===== src/rtl/dtr_pkg.sv =====
package dtr_pkg;
  localparam int DATA_W   = 8;
  localparam int IDX_W    = 8;
  localparam int NUM_REGS = 25;
  localparam int SHIFT_W  = 2;

  localparam logic [IDX_W-1:0] IX_H_LAST    = 8'h05;
  localparam logic [IDX_W-1:0] IX_VTOTAL    = 8'h06;
  localparam logic [IDX_W-1:0] IX_OVERFLOW  = 8'h07;
  localparam logic [IDX_W-1:0] IX_CELL      = 8'h09;
  localparam logic [IDX_W-1:0] IX_START_HI  = 8'h0C;
  localparam logic [IDX_W-1:0] IX_START_LO  = 8'h0D;
  localparam logic [IDX_W-1:0] IX_CUR_HI    = 8'h0E;
  localparam logic [IDX_W-1:0] IX_CUR_LO    = 8'h0F;
  localparam logic [IDX_W-1:0] IX_VSYNC_A   = 8'h10;
  localparam logic [IDX_W-1:0] IX_VSYNC_B   = 8'h11;
  localparam logic [IDX_W-1:0] IX_VDISP     = 8'h12;
  localparam logic [IDX_W-1:0] IX_PITCH     = 8'h13;
  localparam logic [IDX_W-1:0] IX_ULINE     = 8'h14;
  localparam logic [IDX_W-1:0] IX_VBLK_A    = 8'h15;
  localparam logic [IDX_W-1:0] IX_VBLK_B    = 8'h16;
  localparam logic [IDX_W-1:0] IX_MODE      = 8'h17;
  localparam logic [IDX_W-1:0] IX_SPLIT     = 8'h18;

  localparam int PROT_BIT   = 7;
  localparam int VID_EN_BIT = 7;
  localparam logic [DATA_W-1:0] OVF_OPEN_MASK = 8'h10;

  typedef enum int {
    EV_WIDTH = 0, EV_HEIGHT = 1, EV_LCMP = 2,
    EV_ADDR = 3, EV_MODE = 4, EV_MEM = 5
  } ev_pos_e;
  localparam int EV_N = 6;
  typedef logic [EV_N-1:0] ev_vec_t;
endpackage


===== src/rtl/dtr_wr_guard.sv =====
module dtr_wr_guard
  import dtr_pkg::*;
(
  input  logic [IDX_W-1:0]  idx,
  input  logic [DATA_W-1:0] wdata,
  input  logic [DATA_W-1:0] cur,
  input  logic              locked,
  output logic              accept,
  output logic [DATA_W-1:0] merged,
  output logic [DATA_W-1:0] flips
);
  localparam logic [IDX_W-1:0] LAST_IX = IDX_W'(NUM_REGS - 1);

  logic in_range, timing_locked;

  always_comb begin
    in_range      = (idx <= LAST_IX);
    timing_locked = locked && (idx <= IX_VTOTAL);
    accept        = in_range && !timing_locked;
    if (locked && idx == IX_OVERFLOW)
      merged = (cur & ~OVF_OPEN_MASK) | (wdata & OVF_OPEN_MASK);
    else
      merged = wdata;
    flips = accept ? (cur ^ merged) : '0;
  end
endmodule


===== src/rtl/dtr_evt_route.sv =====
module dtr_evt_route
  import dtr_pkg::*;
(
  input  logic [IDX_W-1:0]  idx,
  input  logic [DATA_W-1:0] flips,
  output ev_vec_t           ev
);
  always_comb begin
    ev = '0;
    if (idx <= IX_H_LAST) begin
      ev[EV_WIDTH] = |flips;
    end else begin
      unique case (idx)
        IX_VTOTAL, IX_VSYNC_A, IX_VDISP, IX_VBLK_A, IX_VBLK_B:
          ev[EV_HEIGHT] = |flips;
        IX_OVERFLOW: begin
          ev[EV_HEIGHT] = |(flips & ~OVF_OPEN_MASK);
          ev[EV_LCMP]   = flips[4];
        end
        IX_CELL: begin
          ev[EV_HEIGHT] = |(flips & 8'hBF);
          ev[EV_LCMP]   = flips[6];
        end
        IX_VSYNC_B:
          ev[EV_HEIGHT] = |flips[6:0];
        IX_PITCH:
          ev[EV_ADDR] = |flips;
        IX_ULINE:
          ev[EV_ADDR] = flips[6];
        IX_MODE: begin
          ev[EV_ADDR] = flips[6];
          ev[EV_MODE] = |flips[1:0];
        end
        IX_SPLIT:
          ev[EV_LCMP] = |flips;
        IX_START_HI, IX_START_LO:
          ev[EV_MEM] = |flips;
        default: ev = '0;
      endcase
    end
  end
endmodule


===== src/rtl/dtr_addr_join.sv =====
module dtr_addr_join #(
  parameter int BYTE_W  = 8,
  parameter int SHIFT_W = 2,
  localparam int OUT_W  = 2 * BYTE_W + (1 << SHIFT_W) - 1
) (
  input  logic [BYTE_W-1:0]  hi,
  input  logic [BYTE_W-1:0]  lo,
  input  logic [SHIFT_W-1:0] shift,
  output logic [OUT_W-1:0]   addr
);
  logic [OUT_W-1:0] base;
  always_comb begin
    base = OUT_W'({hi, lo});
    addr = base << shift;
  end
endmodule


===== src/rtl/disp_timing_regs.sv =====
module disp_timing_regs
  import dtr_pkg::*;
#(
  localparam int ADDR_W = 2 * DATA_W + (1 << SHIFT_W) - 1
) (
  input  logic               clk,
  input  logic               rst_n,
  input  logic               idx_wr_en,
  input  logic [IDX_W-1:0]   idx_wdata,
  output logic [IDX_W-1:0]   idx_rdata,
  input  logic               dat_wr_en,
  input  logic [DATA_W-1:0]  dat_wdata,
  output logic [DATA_W-1:0]  dat_rdata,
  input  logic [SHIFT_W-1:0] addr_shift,
  output logic               ev_width,
  output logic               ev_height,
  output logic               ev_line_cmp,
  output logic               ev_addr_mode,
  output logic               ev_mode_ctl,
  output logic               ev_mem,
  output logic [ADDR_W-1:0]  start_addr,
  output logic [ADDR_W-1:0]  cursor_loc,
  output logic               video_off
);
  localparam logic [IDX_W-1:0] LAST_IX = IDX_W'(NUM_REGS - 1);
  localparam int NUM_PAIRS = 2;

  logic [IDX_W-1:0]  index_q;
  logic [DATA_W-1:0] regs [NUM_REGS];
  logic [DATA_W-1:0] cur_val;
  logic              protect;
  logic              accept;
  logic [DATA_W-1:0] merged, flips;
  ev_vec_t           ev_next, ev_q;

  // index register
  always_ff @(posedge clk) begin
    if (!rst_n)         index_q <= '0;
    else if (idx_wr_en) index_q <= idx_wdata;
  end
  assign idx_rdata = index_q;

  // selected register value
  always_comb begin
    cur_val = '0;
    for (int k = 0; k < NUM_REGS; k++)
      if (index_q == IDX_W'(k)) cur_val = regs[k];
  end
  assign dat_rdata = cur_val;
  assign protect   = regs[IX_VSYNC_B][PROT_BIT];

  dtr_wr_guard u_guard (
    .idx    (index_q),
    .wdata  (dat_wdata),
    .cur    (cur_val),
    .locked (protect),
    .accept (accept),
    .merged (merged),
    .flips  (flips)
  );

  dtr_evt_route u_route (
    .idx   (index_q),
    .flips (flips),
    .ev    (ev_next)
  );

  // storage
  always_ff @(posedge clk) begin
    if (!rst_n) begin
      for (int k = 0; k < NUM_REGS; k++) regs[k] <= '0;
    end else if (dat_wr_en && accept && (|flips)) begin
      for (int k = 0; k < NUM_REGS; k++)
        if (index_q == IDX_W'(k)) regs[k] <= merged;
    end
  end

  // event pulses
  always_ff @(posedge clk) begin
    if (!rst_n) ev_q <= '0;
    else        ev_q <= dat_wr_en ? ev_next : '0;
  end

  assign ev_width     = ev_q[EV_WIDTH];
  assign ev_height    = ev_q[EV_HEIGHT];
  assign ev_line_cmp  = ev_q[EV_LCMP];
  assign ev_addr_mode = ev_q[EV_ADDR];
  assign ev_mode_ctl  = ev_q[EV_MODE];
  assign ev_mem       = ev_q[EV_MEM];

  assign video_off = ~regs[IX_MODE][VID_EN_BIT];

  // derived addresses
  logic [DATA_W-1:0] pair_hi  [NUM_PAIRS];
  logic [DATA_W-1:0] pair_lo  [NUM_PAIRS];
  logic [ADDR_W-1:0] pair_out [NUM_PAIRS];

  assign pair_hi[0] = regs[IX_START_HI];
  assign pair_lo[0] = regs[IX_START_LO];
  assign pair_hi[1] = regs[IX_CUR_HI];
  assign pair_lo[1] = regs[IX_CUR_LO];

  for (genvar g = 0; g < NUM_PAIRS; g++) begin : g_pair
    dtr_addr_join #(.BYTE_W(DATA_W), .SHIFT_W(SHIFT_W)) u_join (
      .hi    (pair_hi[g]),
      .lo    (pair_lo[g]),
      .shift (addr_shift),
      .addr  (pair_out[g])
    );
  end

  assign start_addr = pair_out[0];
  assign cursor_loc = pair_out[1];

  // assertions
  AST_PROT_SILENT: assert property (@(posedge clk) disable iff (!rst_n)
    (dat_wr_en && protect && index_q <= IX_VTOTAL) |=> (!ev_width && !ev_height));

  AST_OVF_FROZEN: assert property (@(posedge clk) disable iff (!rst_n)
    (dat_wr_en && protect && index_q == IX_OVERFLOW)
      |=> ((regs[IX_OVERFLOW] & 8'hEF) == $past(regs[IX_OVERFLOW] & 8'hEF)));

  AST_OOR_SILENT: assert property (@(posedge clk) disable iff (!rst_n)
    (dat_wr_en && index_q > LAST_IX) |=> (ev_q == '0));

  AST_OOR_READ_ZERO: assert property (@(posedge clk) disable iff (!rst_n)
    (index_q > LAST_IX) |-> (dat_rdata == '0));

  AST_EVT_NEEDS_WRITE: assert property (@(posedge clk) disable iff (!rst_n)
    (|ev_q) |-> $past(dat_wr_en));

  AST_VOFF_ON_WRITE: assert property (@(posedge clk) disable iff (!rst_n)
    (video_off != $past(video_off)) |-> $past(dat_wr_en));

  AST_MEM_PAIR_MOVES: assert property (@(posedge clk) disable iff (!rst_n)
    ev_mem |-> ($past(index_q) == IX_START_HI || $past(index_q) == IX_START_LO));
endmodule


===== config.mk =====
export PLATFORM = sky130hd
export DESIGN_NAME = disp_timing_regs
export DESIGN_NICKNAME = d
export VERILOG_FILES = /design/src/rtl/dtr_pkg.sv /design/src/rtl/dtr_wr_guard.sv /design/src/rtl/dtr_evt_route.sv /design/src/rtl/dtr_addr_join.sv /design/src/rtl/disp_timing_regs.sv
export SDC_FILE = /design/constraint.sdc
export NUM_CORES = 1
export LEC_CHECK = 0
export BUFFER_PORTS_ARGS = -buffer_cell sky130_fd_sc_hd__buf_4
export CAP_MARGIN = 10
export CELL_PAD_IN_SITES_DETAIL_PLACEMENT = 1
export CELL_PAD_IN_SITES_GLOBAL_PLACEMENT = 1
export CORE_UTILIZATION = 53
export DETAILED_ROUTE_END_ITERATION = 10
export PLACE_DENSITY_LB_ADDON = 0.1
export SETUP_SLACK_MARGIN = 0.2
export SLEW_MARGIN = 25
export SYNTH_ARGS = -nofsm -noshare
export SYNTH_HDL_FRONTEND = slang
export SYNTH_SLANG_ARGS = --single-unit
export TNS_END_PERCENT = 30

===== constraint.sdc =====
create_clock -name clk -period 10.9 [get_ports clk]
set_clock_uncertainty 0.15 [all_clocks]
set_input_delay 1.09 -clock clk [delete_from_list [all_inputs] [get_ports clk]]
set_output_delay 1.09 -clock clk [all_outputs]
set_load 0.01 [all_outputs]

==> results by group <==
Yosys
  • Largest family of logic cells by synthesized area: simple AND/OR/NAND/NOR gates
  • Cell accounting for the most synthesized area: edfxtp_1
  • Synthesized area per cell: 10.8 um2
  • Post-Synthesis Cells: 1,077
  • Most common cell in the synthesized netlist: edfxtp_1
  • Area fraction in compound gates after synthesis: 15.4%
  • Post-synth EDFFs: 200
  • Post-synthesis mux area share: 7.77%
  • Synth async-reset ratio: 0%
  • Synth warn: 0
  • Simple-Gate Fraction of Synth Area: 18.1%
  • Syn Std Cell Area: 11,700 um2
  • Flops & latches, synth: 214
  • Adder-cell share of the synthesized area: 0%
  • Top cells by count, synth: 200 x edfxtp_1, 180 x nor2_1, 73 x nand2_1, 55 x a21oi_1, 54 x o21ai_0
  • Top cells by area, synth: edfxtp_1 52%, nor2_1 5.8%, mux2i_1 3.8%, mux4_2 2.7%, dfxtp_1 2.4%
  • Library cells used by synthesis: 89
  • Sequential fraction of the synthesis area: 53.9%
  • Share of the synthesized area in the top cell type: 51.5%
  • Top FF cell, synth: edfxtp_1
  • Post-Syn Nets: 1,099
  • XOR/XNOR Fraction of Synth Area: 0.301%

STA
  • Slew @ Worst Pin: 1.01 ns
  • Max-slew violations: 0
  • Setup violations, final: 0
  • Max Freq: 159 MHz
  • Slew HR: 32.5%
  • RSZ-0062 raised after global routing: false
  • Setup TNS: 0 ns
  • Final min period: 6.28 ns
  • Fin crit share: 57.6%
  • Final Hold Fails: 0

Clock tree
  • CTS tree: done
  • Clk buf depth: 3
  • Cells resized by post-CTS repair: 0
  • Worst-skew pair later-pin latency: 0.53 ns
  • Number of H-tree levels: 1
  • Hold-fix buffers, CTS: 0
  • Post-CTS Setup Inserts: 0
  • TritonCTS Buffers: 24
  • Clk root buf: clkbuf_16
  • Clock slew at reported path FFs: 0.06 ns
  • Clk sinks: 214

Worst hold path
  • WHS Endpoint: idx_rdata[1]$_SDFFE_PN0P_
  • Hold path startpoint: idx_rdata[1]$_SDFFE_PN0P_
  • Worst Hold Class: register to register
  • Hold depth: 2

Route
  • Routed WL per cell: 30.3 um
  • First-pass DRT Iterations: 6
  • Residual DRC: 0
  • DRT antenna net count: 0
  • WL final: 42.7 mm
  • Via count: 10,000
  • Iter 0 DRT Violations: 1,583
  • Vias per cell: 7.09

Global routing
  • Total GRT Usage: 38.6%
  • Initial antenna violation count: 1
  • First-pass GRT wire length: 62.9 mm
  • Vias in the first global route: 9,767
  • GRT Residual Overflow: 0
  • Pin count of the biggest net entering global routing: 77

Critical path
  • Startpoint Class: register
  • Worst reg2reg startpoint: idx_rdata[1]$_SDFFE_PN0P_
  • Arrival @ worst endpoint: 6.28 ns
  • R2r endpoint: regs[0][146]$_DFFE_PP_
  • Worst path required time: 10.90 ns
  • Crit end category: register
  • Flop2flop setup slack: 4.62 ns
  • Critical path peak fanout: 76
  • Cell count of the worst reg-to-reg path: 12
  • Setup CP Type: register to register

Final layout
  • Area taken by multi-input logic gates: 4890 um2
  • Layout Nets: 1,142
  • Sequential cell area: 6290 um2
  • Area growth, synth to finish: 13.1%
  • Ratio of cells with drive above 1 in the final layout: 18.5%
  • Fillcell total: 2,235
  • Fin area: 13,200 um2

Place
  • DP Wirelength: 28.6 mm
  • Routability Congestion: 0.967
  • Post-DP Area: 12,400 um2
  • # port buffers: 82

Power
  • VDD IR-drop max: 0.000149 V
  • Pwr Density: 159 nW/um2
  • Static Leak: 4.65 nW

Die
  • Initial Utilization: 54.8%
  • Chip width: 150 um
  • Num ports: 83
  • Full die area: 22,600 um2
  • Chip height: 150 um
  • Core area: 21,300 um2
  • Site row count: 53

Run status
  • Run status: finished, final reports clean

Run
  • Max_cap viols: 0
## stage by stage
step,setup WS (ns),utilization [%],instances,hold slack (ns),total power [mW]
floorplan,6.62,-,1077,0.489,1.15
global placement,4.63,58.1,1369,0.436,1.27
detailed placement,4.84,58.1,1369,0.496,1.28
CTS,4.80,61.8,1411,0.511,2.08
global route,4.53,61.9,1411,0.515,2.13
finish,4.62,61.9,1412,0.496,2.09
## report_power, final
group / leakage [nW] / total [mW] / internal (mW) / switching [mW]
Clock: 0.384 / 0.818 / 0.486 / 0.332
Combinational: 2.10 / 0.314 / 0.101 / 0.214
Sequential: 2.16 / 0.961 / 0.936 / 0.0245
## cells in the final DEF, fill, tap and decap left out, types with 7 or more instances in the layout
cell / netlist / layout
nand4_1: 15 / 15
a21oi_1: 55 / 55
a211oi_1: 19 / 19
o21ai_1: 2 / 17
nor3_2: 9 / 9
a22oi_1: 17 / 17
nor4_1: 8 / 8
o31ai_1: 10 / 7
nor3_1: 18 / 18
mux2_2: 12 / 12
inv_1: 12 / 12
clkbuf_16: 0 / 25
nor3b_1: 8 / 8
nand3_1: 28 / 28
buf_4: 19 / 109
nand2b_1: 13 / 11
a31oi_1: 12 / 12
nand2_1: 73 / 73
mux2i_1: 44 / 44
clkbuf_1: 38 / 7
dfxtp_1: 14 / 12
nor2_1: 180 / 180
mux4_2: 14 / 14
edfxtp_1: 200 / 200
and3_1: 9 / 9
o21ai_0: 54 / 39
nor2b_1: 24 / 24
o211ai_1: 7 / 7
o22ai_1: 10 / 10
## per-layer routing
layer | vias to the layer above | wire [um] | global-route usage, %
li1 | 4158 | - | -
met1 | 4913 | 16300 | 53.3
met2 | 781 | 19100 | 57.7
met3 | 152 | 5520 | 9.39
met4 | 2 | 1810 | 16.7
met5 | - | 8 | 0
## kinds of logic (layout without fill, tap and decap cells)
family                 Yosys count  after routing
AO/OA/AOI/OAI                  262            262
other                            0              1
flip-flops                     214            214
AND/OR/NAND/NOR                422            422
multiplexers                    71             71
XOR/XNOR                         4              4
buffers and inverters          104            163
## state kept, by name, summed over array words and instances (netlist names)
| name | flops |
|---|---|
| idx_rdata | 8 |
| ev_q | 6 |
| regs | 200 |
## layout make-up
cell class | count | area share [%]
Inverter | 12 | 0.342
Multi-Input combinational cell | 759 | 37.1
Antenna cell | 1 | 0.0190
Clock inverter | 7 | 0.665
Tap cell | 275 | 2.61
Timing Repair Buffer | 109 | 6.21
Sequential cell | 214 | 47.7
Clock buffer | 35 | 5.26
## worst max path at each step
stage               slack (ns)                      to                      start
global placement          4.63  regs[0][146]$_DFFE_PP_  idx_rdata[1]$_SDFFE_PN0P_
global route              4.53  regs[0][151]$_DFFE_PP_  idx_rdata[1]$_SDFFE_PN0P_
CTS                       4.80  regs[0][161]$_DFFE_PP_  idx_rdata[1]$_SDFFE_PN0P_
floorplan                 6.62  regs[0][144]$_DFFE_PP_  idx_rdata[4]$_SDFFE_PN0P_
detailed placement        4.84  regs[0][160]$_DFFE_PP_  idx_rdata[1]$_SDFFE_PN0P_
finish                    4.62  regs[0][146]$_DFFE_PP_  idx_rdata[1]$_SDFFE_PN0P_
## critical path: stages, from the launching register on
cell and delay, ns:
dfxtp_4 0.41, buf_4 0.76, inv_1 0.65, nand3_1 0.51, o41ai_1 0.15, a2111oi_0 0.76, o31a_1 0.29, o22a_1 0.25
mux2_4 0.34, o211a_4 0.17, o211a_4 0.26, nand2b_2 0.37, o31ai_2 0.72
Note: power is estimated with default switching activity, not from simulation.
